==> config.mk <==
export PLATFORM = sky130hd
export DESIGN_NAME = adc_trig_ctrl
export DESIGN_NICKNAME = d
export VERILOG_FILES = /design/src/rtl/adc_tc_pkg.sv /design/src/rtl/adc_trig_sync.sv /design/src/rtl/adc_ctrl_reg.sv /design/src/rtl/adc_conv_timer.sv /design/src/rtl/adc_end_flag.sv /design/src/rtl/adc_trig_ctrl.sv
export SDC_FILE = /design/constraint.sdc
export NUM_CORES = 1
export LEC_CHECK = 0
export CAP_MARGIN = 20
export CORE_AREA = 5 5 76 78
export DETAILED_ROUTE_END_ITERATION = 10
export DIE_AREA = 0 0 81 83
export DONT_BUFFER_PORTS = 1
export GPL_ROUTABILITY_DRIVEN = 0
export PLACE_DENSITY = 0.6
export SYNTH_ARGS = -nofsm -noshare
export SYNTH_HDL_FRONTEND = slang
export SYNTH_HIERARCHICAL = 1
export SYNTH_SLANG_ARGS = --single-unit
export TNS_END_PERCENT = 10
==> constraint.sdc <==
create_clock -name clk -period 4.13 [get_ports clk]
set_clock_uncertainty 0.2 [all_clocks]
set_input_delay 0.6195 -clock clk [delete_from_list [all_inputs] [get_ports clk]]
set_output_delay 0.6195 -clock clk [all_outputs]
set_load 0.01 [all_outputs]
==> src/rtl/adc_tc_pkg.sv <==
package adc_tc_pkg;

  typedef enum logic [1:0] {
    MODE_SINGLE = 2'd0,
    MODE_SCAN2  = 2'd1,
    MODE_SCAN4  = 2'd2,
    MODE_SCAN8  = 2'd3
  } scan_mode_e;

  // control register bit positions (software-visible layout)
  localparam int REG_W     = 8;
  localparam int BIT_START = 0;
  localparam int BIT_MODE  = 1;
  localparam int BIT_RSVD  = 3;
  localparam int BIT_TRGEN = 4;
  localparam int BIT_FCTL  = 5;
  localparam int BIT_SLOW  = 6;
  localparam int BIT_END   = 7;

  typedef struct packed {
    logic       slow;
    logic       fctl;
    logic       trg_en;
    scan_mode_e mode;
  } cfg_t;

  function automatic int unsigned chan_count(scan_mode_e m);
    return 32'd1 << m;
  endfunction

  function automatic int unsigned pass_len(cfg_t c, int unsigned fast_st,
                                           int unsigned slow_st);
    return (c.slow ? slow_st : fast_st) * chan_count(c.mode);
  endfunction

  function automatic logic both_policy(cfg_t c);
    return (c.mode == MODE_SCAN2) && c.trg_en && c.fctl;
  endfunction

endpackage

==> src/rtl/adc_trig_sync.sv <==
module adc_trig_sync #(
  parameter int NUM    = 3,
  parameter int STAGES = 2
) (
  input  logic           clk,
  input  logic           rst_n,
  input  logic [NUM-1:0] trig_in,
  output logic [NUM-1:0] rise
);

  genvar g;
  generate
    for (g = 0; g < NUM; g++) begin : g_in
      logic [STAGES-1:0] sh_q;
      logic              prev_q;
      always_ff @(posedge clk or negedge rst_n) begin
        if (!rst_n) begin
          sh_q   <= '0;
          prev_q <= 1'b0;
        end else begin
          sh_q   <= {sh_q[STAGES-2:0], trig_in[g]};
          prev_q <= sh_q[STAGES-1];
        end
      end
      assign rise[g] = sh_q[STAGES-1] & ~prev_q;
    end
  endgenerate

endmodule

==> src/rtl/adc_ctrl_reg.sv <==
module adc_ctrl_reg
  import adc_tc_pkg::*;
(
  input  logic             clk,
  input  logic             rst_n,
  input  logic             wr_en,
  input  logic [REG_W-1:0] wr_data,
  input  logic             launch,
  input  logic             auto_clr,
  input  logic             end_flag,
  output cfg_t             cfg_q,
  output cfg_t             cfg_eff,
  output logic             start_q,
  output logic             sw_go,
  output logic             sw_stop,
  output logic [REG_W-1:0] rd_data
);

  localparam logic [REG_W-1:0] RSVD_MASK = REG_W'(1) << BIT_RSVD;

  logic [REG_W-1:0] wr_clean;
  cfg_t             cfg_wr;
  logic             cfg_open;

  always_comb begin
    wr_clean      = wr_data & ~RSVD_MASK;
    cfg_wr.slow   = wr_clean[BIT_SLOW];
    cfg_wr.fctl   = wr_clean[BIT_FCTL];
    cfg_wr.trg_en = wr_clean[BIT_TRGEN];
    cfg_wr.mode   = scan_mode_e'(wr_clean[BIT_MODE +: 2]);
    cfg_open      = wr_en && !start_q;
    cfg_eff       = cfg_open ? cfg_wr : cfg_q;
    sw_go         = cfg_open && wr_clean[BIT_START] && !cfg_wr.trg_en;
    sw_stop       = wr_en && start_q && !wr_clean[BIT_START];
  end

  always_ff @(posedge clk or negedge rst_n) begin
    if (!rst_n) begin
      cfg_q   <= '0;
      start_q <= 1'b0;
    end else begin
      if (cfg_open) cfg_q <= cfg_wr;
      if (wr_en)         start_q <= wr_clean[BIT_START];
      else if (launch)   start_q <= 1'b1;
      else if (auto_clr) start_q <= 1'b0;
    end
  end

  always_comb begin
    rd_data              = '0;
    rd_data[BIT_START]   = start_q;
    rd_data[BIT_MODE+:2] = cfg_q.mode;
    rd_data[BIT_TRGEN]   = cfg_q.trg_en;
    rd_data[BIT_FCTL]    = cfg_q.fctl;
    rd_data[BIT_SLOW]    = cfg_q.slow;
    rd_data[BIT_END]     = end_flag;
  end

endmodule

==> src/rtl/adc_conv_timer.sv <==
module adc_conv_timer #(
  parameter int CNT_W = 10
) (
  input  logic             clk,
  input  logic             rst_n,
  input  logic             req0,
  input  logic             req1,
  input  logic             abort,
  input  logic [CNT_W-1:0] len,
  output logic             busy,
  output logic             fin_evt,
  output logic             fin_grp,
  output logic             launch,
  output logic             launch_grp
);

  logic             busy_q;
  logic [CNT_W-1:0] cnt_q;
  logic             grp_q;
  logic             pend1_q;

  always_comb begin
    fin_evt    = busy_q && (cnt_q == '0);
    fin_grp    = grp_q;
    launch     = 1'b0;
    launch_grp = 1'b0;
    if (!abort) begin
      if (!busy_q) begin
        if (req0) begin
          launch = 1'b1;
        end else if (req1) begin
          launch     = 1'b1;
          launch_grp = 1'b1;
        end
      end else if (fin_evt && pend1_q) begin
        launch     = 1'b1;
        launch_grp = 1'b1;
      end
    end
  end

  always_ff @(posedge clk or negedge rst_n) begin
    if (!rst_n) begin
      busy_q  <= 1'b0;
      cnt_q   <= '0;
      grp_q   <= 1'b0;
      pend1_q <= 1'b0;
    end else if (abort) begin
      busy_q  <= 1'b0;
      pend1_q <= 1'b0;
    end else if (launch) begin
      busy_q  <= 1'b1;
      cnt_q   <= len - CNT_W'(1);
      grp_q   <= launch_grp;
      pend1_q <= !busy_q && req0 && req1;
    end else if (fin_evt) begin
      busy_q <= 1'b0;
    end else if (busy_q) begin
      cnt_q <= cnt_q - CNT_W'(1);
    end
  end

  assign busy = busy_q;

endmodule

==> src/rtl/adc_end_flag.sv <==
module adc_end_flag (
  input  logic       clk,
  input  logic       rst_n,
  input  logic       fin_evt,
  input  logic       fin_grp,
  input  logic       both_mode,
  input  logic       start_q,
  input  logic       clr_wr,
  output logic       end_flag,
  output logic [1:0] grp_done,
  output logic [1:0] lat_q
);

  logic [1:0] done_vec;
  logic [1:0] merged;
  logic       set_end;

  always_comb begin
    done_vec = fin_evt ? (fin_grp ? 2'b10 : 2'b01) : 2'b00;
    merged   = lat_q | done_vec;
    set_end  = fin_evt && (!both_mode || (merged == 2'b11));
  end

  always_ff @(posedge clk or negedge rst_n) begin
    if (!rst_n) begin
      end_flag <= 1'b0;
      grp_done <= 2'b00;
      lat_q    <= 2'b00;
    end else begin
      grp_done <= done_vec;
      if (set_end)     end_flag <= 1'b1;
      else if (clr_wr) end_flag <= 1'b0;
      if (!start_q || set_end) lat_q <= 2'b00;
      else if (both_mode)      lat_q <= merged;
    end
  end

endmodule

==> src/rtl/adc_trig_ctrl.sv <==
module adc_trig_ctrl
  import adc_tc_pkg::*;
#(
  parameter int FAST_STATES = 50,
  parameter int SLOW_STATES = 64,
  parameter int SYNC_STAGES = 2
) (
  input  logic             clk,
  input  logic             rst_n,
  input  logic             wr_en,
  input  logic [REG_W-1:0] wr_data,
  output logic [REG_W-1:0] rd_data,
  input  logic             trg_pin,
  input  logic             tmr_trg_a,
  input  logic             tmr_trg_b,
  output logic             busy,
  output logic [1:0]       grp_done,
  output logic             end_flag
);

  localparam int MAX_ST  = (FAST_STATES > SLOW_STATES) ? FAST_STATES : SLOW_STATES;
  localparam int MAX_LEN = MAX_ST * 8;
  localparam int CNT_W   = $clog2(MAX_LEN + 1);

  logic [2:0]       trig_rise;
  cfg_t             cfg_q;
  cfg_t             cfg_eff;
  logic             start_q;
  logic             sw_go;
  logic             sw_stop;
  logic             hw_req0;
  logic             hw_req1;
  logic             fin_evt;
  logic             fin_grp;
  logic             launch;
  logic             launch_grp;
  logic             auto_clr;
  logic             both_mode;
  logic             clr_wr;
  logic [1:0]       lat_q;
  logic [CNT_W-1:0] len;

  adc_trig_sync #(.NUM(3), .STAGES(SYNC_STAGES)) u_sync (
    .clk     (clk),
    .rst_n   (rst_n),
    .trig_in ({tmr_trg_b, tmr_trg_a, trg_pin}),
    .rise    (trig_rise)
  );

  assign hw_req0   = cfg_q.trg_en && (trig_rise[0] || trig_rise[1]);
  assign hw_req1   = cfg_q.trg_en && trig_rise[2];
  assign len       = CNT_W'(pass_len(cfg_eff, FAST_STATES, SLOW_STATES));
  assign auto_clr  = fin_evt && (cfg_q.mode == MODE_SINGLE);
  assign both_mode = both_policy(cfg_q);
  assign clr_wr    = wr_en && !wr_data[BIT_END];

  adc_ctrl_reg u_reg (
    .clk      (clk),
    .rst_n    (rst_n),
    .wr_en    (wr_en),
    .wr_data  (wr_data),
    .launch   (launch),
    .auto_clr (auto_clr),
    .end_flag (end_flag),
    .cfg_q    (cfg_q),
    .cfg_eff  (cfg_eff),
    .start_q  (start_q),
    .sw_go    (sw_go),
    .sw_stop  (sw_stop),
    .rd_data  (rd_data)
  );

  adc_conv_timer #(.CNT_W(CNT_W)) u_timer (
    .clk        (clk),
    .rst_n      (rst_n),
    .req0       (hw_req0 || sw_go),
    .req1       (hw_req1),
    .abort      (sw_stop),
    .len        (len),
    .busy       (busy),
    .fin_evt    (fin_evt),
    .fin_grp    (fin_grp),
    .launch     (launch),
    .launch_grp (launch_grp)
  );

  adc_end_flag u_flag (
    .clk       (clk),
    .rst_n     (rst_n),
    .fin_evt   (fin_evt),
    .fin_grp   (fin_grp),
    .both_mode (both_mode),
    .start_q   (start_q),
    .clr_wr    (clr_wr),
    .end_flag  (end_flag),
    .grp_done  (grp_done),
    .lat_q     (lat_q)
  );

endmodule

# == Word level (Yosys, flattened, before mapping) ==
# Index checks and enable logic that the tools add are counted.
# op_classes
reduce_logical,36
mux,26
n_bitwise,8
mul,1
addsub,2
n_eq_ne,3
shift,1
# op_table
op,count
$mul A7 B32 Y10,1
$shl A1 B2 Y32 const A,1
$mux W10,3
$sub A10 B1 Y10 const B,2
$mux W1,17
$logic_and A1 B1 Y1,16
$logic_not A10 Y1,1
$mux W2,4
$reduce_bool A2 Y1,4
$mux W7,1
$logic_not A1 Y1,6
$reduce_bool A3 Y1,2
$mux W5,1
$logic_or A1 B1 Y1,4
$not A1 Y1,4
$and A1 B1 Y1,3
$reduce_and A3 Y1,1
$eq A2 B1 Y1 const B,1
$eq A2 B2 Y1 const B,1
$logic_not A2 Y1,1
$ne A2 B1 Y1 const B,1
$or A2 B2 Y2,1
$reduce_and A2 Y1,1
# totals
wordCells,95
ff_bits,33
input_bits,14
out_inout_bits,12

# == Longest topological paths before layout ==
# depth
word_depth,10
mapped_depth,16
ltp_nobuf,14

# == Hierarchy ==
# Netlist, hierarchy kept.
# by_module_without_submodules
mod,seq_area_each_um2,area_per_inst_um2,cells_each,n_inst
adc_conv_timer,325.3,1044.8,112,1
adc_ctrl_reg,150.1,344.1,28,1
adc_trig_ctrl,0.0,316.6,37,1
adc_trig_sync,225.2,266.5,12,1
adc_end_flag,125.1,221.5,17,1

# == Worst setup path after synthesis ==
# Ideal clock, no wire load.
# synth_path
kind,in2reg
start,input wr_en
end,register u_timer.cnt_q[8]
cell_stages,15
path_buffers,3
setup_ns,0.094
slack_ns,0.057
arrival_ns,3.779
t_required_ns,3.836
cell_sequence,nand2b_1 > buf_6 > mux2_4 > buf_2 > nor3b_1 > ha_1 > clkbuf_1 > ha_1 > ha_1 > ha_1 > nor4_1 > and3_1 > a21oi_1 > o21bai_1 > a221oi_2
# synth_rtl
element,line,text
"start, declared",adc_trig_ctrl.sv:10,"input logic wr_en,"
"end signal, assigned",adc_conv_timer.sv:53,cnt_q <= len - CNT_W'(1);
"end signal, assigned",adc_conv_timer.sv:59,cnt_q <= cnt_q - CNT_W'(1);
"end, declared",adc_conv_timer.sv:18,logic [CNT_W-1:0] cnt_q;

==> flow_summary.toml <==
[run_status]
status = "completed"

[synth]
async_reset_ff_share_pct = 100.0
yosysTopAreaCellShare_pct = 37.65
synth_area_leaders = "dfrtp_1, ha_1, mux2_4"
synth_edf_count = 0
ys_seq_elements = 33
syn_avg_cell_area_sq_um = 10.65
synth_cells = 206
synthFlopType = "dfrtp_1"
yosysMostFrequentCell = "dfrtp_1"
synth_top_area_cell = "dfrtp_1"
syn_area_sq_um = 2193
synth_seq_area_share_pct = 37.65
ys_top_cells_by_count = "dfrtp_1, ha_1, nor2_1, buf_4, nor3_1"
yosys.cell_types.count = 60
yosys_warnings = 6

[cells_and_area]
multi_input_area_sq_um = 1245
layout-drive-gt1-share_pct = 19.82
final-seq-area_sq_um = 825.8
synthToLayoutAreaGrowth_pct = 9.926
fillerInstances = 498
nets = 242
antenna_cells = 0

[place]
hpwl_mm = 3.137
post-place-ws_ns = 0.1785
portBuffers = 0

[floorplan]
die_w_um = 81
ios = 26
rows = 26
dieHeight_um = 83
core_area_sq_um = 5010
die_area_sq_um = 6723
floorplan.initialDensity_pct = 43.78

[setup_path]
crit_fanout = 4
crit_chain = "nand2b_1, mux2_4, xor2_1, nor2b_1, ha_1, ha_1, ha_1, ha_1, nor4_1, and3_1, a21oi_1, o21bai_1, a221oi_2"
slowest_stage = "dfrtp_1"
required_ns = 4.13
timing.rr.start = "u_reg/start_q"
start_kind = "register"
endpoint_kind = "register"
worstSetupPathType = "register to register"
critical-path-top-cell-by-count = "ha_1"
cp-startpoint = "u_reg/start_q"
crit_arrival_ns = 3.76
cpPeakStageDelay_ns = 0.38

[worst_hold_path]
hold_path_startpoint = "tmr_trg_a"
hp-class = "primary input to register"

[clock_network]
cts-root-buf = "clkbuf_8"
worstSkewPairLatency_ns = 0.29
clk_pin_slew_ns = 0.08
ctsHtreeMaxLevel = 2
cts_resized = 0
cts_made_buffers = 5
cts_tree = "built"
cts_sinks = 33
clockBufferDepth = 2

[sta]
fin_crit_ns = 3.765
finalMaxSlewViolations = 0
layout_setup_ws_ns = 0.3647
period_share_pct = 91.17
rsz0062_at_grt = "false"
tns_ns = 0
slew_headroom_pct = 47.06
max_freq_mhz = 265.6
final-setup-viol-count = 0
worst_pin_slew_ns = 0.7873
hold_violations = 0

[pwr]
power.density_nw_per_um2 = 594.2
ir_drop_mv = 0.2189
p_leak_nw = 1.112

[drt]
wl_met3_um = 198
drt_iter0_drc = 107
ant_nets = 0
vias_per_cell = 5.265
top_layer_used = "met4"
wirelength_mm = 4.144
met2_length_mm = 1.851
routedWlPerCell_um = 14.44
dr.pass1.iters = 4
drt-met1-wl_mm = 2.003
drc = 0
vias = 1511

[global_routing]
grt_pass1_wl_mm = 7.314
grt_pass1_vias = 1461
antenna_found_initial = 0
grt_max_degree = 34
grt_use_total_pct = 13.84
grt_overflow_total = 0

[run]
cap_viol_max_count = 0
critical path, delay by kind of cell (launching register included):
family          cells  cell delay, ns
mux                 1            0.37
xor+xnor            1            0.17
fa+ha+maj           4            1.07
flops               1            0.38
compound gates      3            0.55
simple gates        4            0.96
where the power goes:
part	switching [mW]	internal, mW	total [mW]
sequential	0.110	0.400	0.511
combinational	0.317	0.300	0.618
clock	0.124	0.180	0.305
worst paths after layout:
check                                    endpoint  slack, ns  cells after the start
min in group asynchronous   u_sync/g_in[2].prev_q       0.57                      2
setup reg to reg                 u_timer/cnt_q[8]       0.36                     13
hold / removal             u_sync/g_in[1].sh_q[0]       0.15                      0
max in group asynchronous         u_timer/pend1_q       2.98                      2
setup / recovery                 u_timer/cnt_q[8]       0.36                     13
hold reg to reg            u_sync/g_in[2].sh_q[1]       0.15                      0
what timing repair did:
| action | in CTS | in global routing |
|---|---|---|
| setup endpoints to repair | 0 | 0 |
| hold endpoints to repair | 33 | 0 |
| setup buffers | 0 | 0 |
| hold buffers | 2 | 0 |
registers in the layout (all words and copies together) (netlist names), 2 cells and up:
name / cells
u_sync/g_in.prev_q: 3
u_timer/cnt_q: 10
u_reg/cfg_q: 5
u_flag/grp_done: 2
u_flag/lat_q: 2
u_sync/g_in.sh_q: 6
per-stage QoR:
stage / area (sq um) / cells / hold WS, ns / power, mW / util (%)
4_1_cts: 2411 / 287 / 0.1397 / 1.447 / 48.13
3_3_place_gp: 2266 / 277 / 0.1248 / 1.117 / 45.23
3_5_place_dp: 2266 / 277 / 0.1248 / 1.123 / 45.23
5_1_grt: 2411 / 287 / 0.1304 / 1.556 / 48.13
2_1_floorplan: 2216 / 212 / 0.1239 / 1.003 / -
6_report: 2411 / 287 / 0.1526 / 1.433 / 48.13
logic make-up (layout without fill, tap and decap cells):
kind of cell | Yosys count | count (layout) | share of synthesized area (%)
AO/OA/AOI/OAI | 37 | 37 | 12.61
XOR/XNOR | 10 | 10 | 4.621
adder cells (fa/ha/maj) | 12 | 12 | 6.845
buffers and inverters | 21 | 26 | 6.617
flip-flops | 33 | 33 | 37.65
multiplexers | 13 | 13 | 7.131
other | 2 | 8 | 0.3424
AND/OR/NAND/NOR | 78 | 78 | 24.19
cells in the final DEF (no fill, tap or decap), drive strengths merged, types with 2 or more instances in the layout:
cell,instances
nor2,12
buf,12
a22o,3
and2,5
dfrtp,33
or4,4
mux2i,7
nand2,4
mux2,6
a221o,2
inv,3
a31oi,2
xnor2,2
xor2,7
or2,2
nor3b,6
conb,8
o21ai,10
clkbuf,5
nor2b,10
nand3,3
o21bai,2
nor4,7
ha,12
and3,2
nor3,8
a21oi,7
a221oi,2
nand2b,6
clkinv,3
cell type report:
class                   count  share of cell area [%]
well taps                  70                   3.633
clock inverters             3                   1.920
clock buffers               5                   2.854
flip-flops and latches     33                   34.25
inverters                   5                   1.038
repair buffers             13                   4.670
multi-input cells         158                   51.63
metal layers:
layer,GRT usage (%),vias up
met5,0,-
met4,5.684,0
met3,3.680,7
met2,19.64,29
met1,19.65,719
li1,-,756
(Power assumes the default switching activity.)
